$ cat src/rtl/sdm_pkg.sv
package sdm_pkg;
  typedef enum logic [0:0] {
    PH_HEAT = 1'b0,
    PH_VOLT = 1'b1
  } phase_t;
endpackage

$ cat src/rtl/sdm_phase_ctr.sv
module sdm_phase_ctr
  import sdm_pkg::*;
#(
  parameter int PH_CYCLES = 4
) (
  input  logic   clk,
  input  logic   rst,
  input  logic   adv,
  output phase_t phase,
  output phase_t phase_nxt,
  output logic   at_last
);
  localparam int CW = (PH_CYCLES > 1) ? $clog2(PH_CYCLES) : 1;
  localparam logic [CW-1:0] LAST = CW'(PH_CYCLES - 1);

  logic [CW-1:0] cnt;

  assign at_last = (cnt == LAST);

  always_comb begin
    phase_nxt = phase;
    if (adv && at_last)
      phase_nxt = (phase == PH_HEAT) ? PH_VOLT : PH_HEAT;
  end

  always_ff @(posedge clk) begin
    if (rst) begin
      cnt   <= '0;
      phase <= PH_HEAT;
    end else if (adv) begin
      cnt   <= at_last ? '0 : cnt + 1'b1;
      phase <= phase_nxt;
    end
  end
endmodule

$ cat src/rtl/sdm_fault_judge.sv
module sdm_fault_judge
  import sdm_pkg::*;
(
  input  logic   clk,
  input  logic   rst,
  input  logic   judge,
  input  phase_t phase,
  input  logic   cmp_hi,
  output logic   otp_q,
  output logic   ovp_q,
  output logic   otp_nxt,
  output logic   ovp_nxt
);
  assign otp_nxt = otp_q | (judge && phase == PH_HEAT && !cmp_hi);
  assign ovp_nxt = ovp_q | (judge && phase == PH_VOLT &&  cmp_hi);

  always_ff @(posedge clk) begin
    if (rst) begin
      otp_q <= 1'b0;
      ovp_q <= 1'b0;
    end else begin
      otp_q <= otp_nxt;
      ovp_q <= ovp_nxt;
    end
  end
endmodule

$ cat src/rtl/sdm_monitor.sv
module sdm_monitor
  import sdm_pkg::*;
#(
  parameter int PH_CYCLES = 4
) (
  input  logic clk,
  input  logic rst,
  input  logic cyc_start,
  input  logic startup,
  input  logic cmp_hi,
  output logic src_sel,
  output logic thr_hi,
  output logic otp_fault,
  output logic ovp_fault,
  output logic shutdown
);
  phase_t phase, phase_nxt;
  logic   at_last, otp_nxt, ovp_nxt;

  sdm_phase_ctr #(.PH_CYCLES(PH_CYCLES)) u_ctr (
    .clk(clk), .rst(rst), .adv(cyc_start),
    .phase(phase), .phase_nxt(phase_nxt), .at_last(at_last)
  );

  sdm_fault_judge u_judge (
    .clk(clk), .rst(rst), .judge(cyc_start && at_last),
    .phase(phase), .cmp_hi(cmp_hi),
    .otp_q(otp_fault), .ovp_q(ovp_fault),
    .otp_nxt(otp_nxt), .ovp_nxt(ovp_nxt)
  );

  assign src_sel = (phase == PH_HEAT);

  always_ff @(posedge clk) begin
    if (rst) begin
      thr_hi   <= 1'b0;
      shutdown <= 1'b0;
    end else begin
      thr_hi   <= startup && (phase_nxt == PH_HEAT);
      shutdown <= otp_nxt | ovp_nxt;
    end
  end
endmodule

$ cat config.mk
export PLATFORM = sky130hd
export DESIGN_NAME = sdm_monitor
export DESIGN_NICKNAME = d
export VERILOG_FILES = /design/src/rtl/sdm_pkg.sv /design/src/rtl/sdm_phase_ctr.sv /design/src/rtl/sdm_fault_judge.sv /design/src/rtl/sdm_monitor.sv
export SDC_FILE = /design/constraint.sdc
export NUM_CORES = 1
export LEC_CHECK = 0
export BUFFER_PORTS_ARGS = -buffer_cell sky130_fd_sc_hd__buf_2
export CAP_MARGIN = 30
export CORE_AREA = 3 3 40 42
export DETAILED_ROUTE_END_ITERATION = 10
export DIE_AREA = 0 0 43 45
export GPL_TIMING_DRIVEN = 0
export PLACE_DENSITY_LB_ADDON = 0.25
export SETUP_SLACK_MARGIN = 0.3
export SLEW_MARGIN = 15
export SYNTH_ARGS = -nofsm -noshare
export SYNTH_HDL_FRONTEND = slang
export SYNTH_SLANG_ARGS = --single-unit
$ cat constraint.sdc
create_clock -name clk -period 2 [get_ports clk]
set_input_delay 0.3 -clock clk [delete_from_list [all_inputs] [get_ports clk]]
set_output_delay 0.3 -clock clk [all_outputs]
set_load 0.05 [all_outputs]
==> key figures <==
Synthesis
  • Async SR Flop Fraction: 0
  • Top cell type by total area after synthesis: dfxtp_1
  • Most common cell in the netlist: dfxtp_1
  • Cells after synthesis: 27
  • Mapped Nets: 35
  • Most used DFF post-synth: dfxtp_1
  • Post-synth EDFFs: 0
  • Syn Std Cell Area: 274.0 µm²
  • Synth top area cells: dfxtp_1, ha_1, nor2_1, nand2b_1, a21oi_1
  • Average size of a mapped cell: 10.15 µm²
  • Sequential area share after synthesis: 0.5114
  • Top-area cell type share of the netlist area: 0.5114
  • Synth unique cells: 13
  • Count of state elements after synthesis: 7
  • Ys Warns: 0
  • Synth top cells by count: dfxtp_1, nor2_1, ha_1

Finish
  • Fin nets: 49
  • FF+latch area: about 140 µm²
  • Filler Cells Inserted: 144
  • Share of cells above drive strength 1: 0.3250
  • Finished Cell Area: 364.1 µm²
  • P&R area growth vs syn: 32.88%
  • Multi-input gate area: 126.4 µm²
  • Antenna diode instance count: 0

Worst setup path
  • RR Startpoint: u_ctr.cnt[0]
  • Crit. End Element: flop
  • Worst Setup Path Type: reg2reg
  • CP arrival: 1.46 ns
  • CP required: 2.16 ns
  • Startpoint Class: flop
  • CP Launch Point: u_ctr.cnt[0]
  • Critical path fanouts, max: 3

Timing
  • Fin crit period: 1.296 ns
  • Setup Skew: 0.004646 ns
  • Final Setup Violations: 0
  • Final hold violation count: 0
  • Fmax: just under 800 MHz
  • RSZ-0062 raised after global routing: no
  • Slew Limit Fails: 0
  • Setup TNS: 0 ns
  • Fin crit share: 0.6480
  • Measured slew at the worst slew-check pin: 0.2508 ns
  • Slew headroom: 0.8339

Clocking
  • H-Tree Depth: 1
  • Sink Count: 7
  • Skew-Pair Late Insertion Delay: 0.25 ns
  • Clk slew on worst S/H paths: 0.05 ns
  • CTS Buffer Depth: 2
  • Hold_buf cts: 0
  • Root Driver: clkbuf_4
  • CTS buffer count: 3
  • CTS tree: yes
  • Postcts setup bufs: 0
  • Cts repair resizes: 0

Detailed routing
  • WL met1: 192 µm
  • Drt drc: 0
  • Met3 WL: roughly 77 µm
  • Drt pass-1 iters: 4
  • Wirelength, routed: 521 µm
  • Vias post-DR: roughly 230
  • Iteration-0 DRC Markers: 3
  • Vias per Instance: 4.109
  • Wire per inst: 9.473 µm
  • Met2 routed WL: 233 µm
  • DRT antenna net count: 0
  • Max Used Layer: met4

Floorplan
  • Core area: 1285 µm²
  • DIE AREA: 1935 µm²
  • # rows: 13
  • Initial core utilization: 0.2132
  • Die width: 43 µm
  • Die Y: 45 µm
  • I/O pins: 10

Power
  • Leakage: 0.1762 nW
  • Worst IR Drop VDD: between 0.0002 and 0.0003 V
  • Design Power: around 0.00031 W
  • PD cells: between 800 and 900 nW/µm²

Run
  • Max-cap violation count: 0

GRT
  • Vias in the first global route: 208
  • Largest net degree at the start of global routing: 8
  • Global route overflow: 0
  • Total GRT Usage: 0.06750
  • Global-route wire length before repair: ~840 µm
  • Initial antenna violation count: 0

Status
  • Outcome: finished clean

Placement
  • Port Buf Inserts: 9
  • GP Congestion: 0.7235
  • DP Area: approximately 340 µm²

Hold path
  • Min-Delay Startpoint: startup
  • Hold Crit Class: in2reg
-- flip-flops by register name, summed over array words and instances, names as in the netlist --
register / flops
u_ctr.cnt: 2
shutdown: 1
thr_hi: 1
u_ctr.phase: 1
u_judge.otp_q: 1
u_judge.ovp_q: 1
-- through the flow --
stage / utilization / hold WS [ns] / cells / setup slack (ns)
global route: 0.2834 / 0.2497 / 55 / 0.6206
CTS: 0.2834 / 0.2508 / 55 / 0.6910
floorplan: - / 0.3624 / 27 / 0.7646
global placement: 0.2629 / 0.4520 / 51 / 0.7347
detailed placement: 0.2629 / 0.4811 / 51 / 0.7028
finish: 0.2834 / 0.2583 / 55 / 0.7040
-- critical path, stage by stage, from the launching register on --
cell	delay, ns
dfxtp_1	0.32
ha_1	0.20
and2_1	0.17
ha_1	0.29
a211oi_1	0.23
-- layout make-up --
type,instances,area share
multi-input cells,18,0.3471
flip-flops and latches,7,0.3849
repair buffers,9,0.1237
well taps,15,0.05155
inverters,2,0.02062
clock buffers,4,0.07216
-- path summary, 6_finish.rpt --
| check | end | slack (ns) | depth (start not counted) |
|---|---|---|---|
| setup / recovery | u_ctr.phase | 0.70 | 4 |
| hold / removal | thr_hi | 0.26 | 3 |
| setup reg to reg | u_ctr.phase | 0.70 | 4 |
| hold reg to reg | u_judge.otp_q | 0.48 | 2 |
-- per-layer routing --
metal / track usage / vias up
met5: 0 / -
met4: 0.05422 / 0
met3: 0.06773 / 5
met2: 0.09880 / 10
met1: 0.05314 / 96
li1: - / 115
-- placed cells by master, fill, tap and decap left out --
master,count
clkbuf_4,3
ha_1,3
a21oi_1,2
a21oi_2,1
inv_1,2
a31oi_1,1
nand2b_1,2
nor2_1,4
buf_2,9
or3b_1,1
mux2i_1,1
nand2_1,1
a211oi_1,1
clkbuf_1,1
and2_1,1
dfxtp_1,7
-- logic make-up (layout without fill, tap and decap cells) --
kind of cell / after synthesis / in the layout / synth area share
compound gates: 5 / 5 / 0.1188
fa+ha+maj: 3 / 3 / 0.1370
buf+inv: 2 / 15 / 0.02741
flops: 7 / 7 / 0.5114
mux: 1 / 1 / 0.03653
simple gates: 9 / 9 / 0.1689
-- power breakdown --
part           leakage, nW  internal [W]  total [W]  switching [W]
logic                0.104     0.0000124  0.0000346      0.0000222
registers           0.0572      0.000146   0.000149     0.00000317
clock network       0.0150     0.0000761   0.000127      0.0000512
total                0.176      0.000234   0.000311      0.0000766
(Power assumes the default switching activity.)
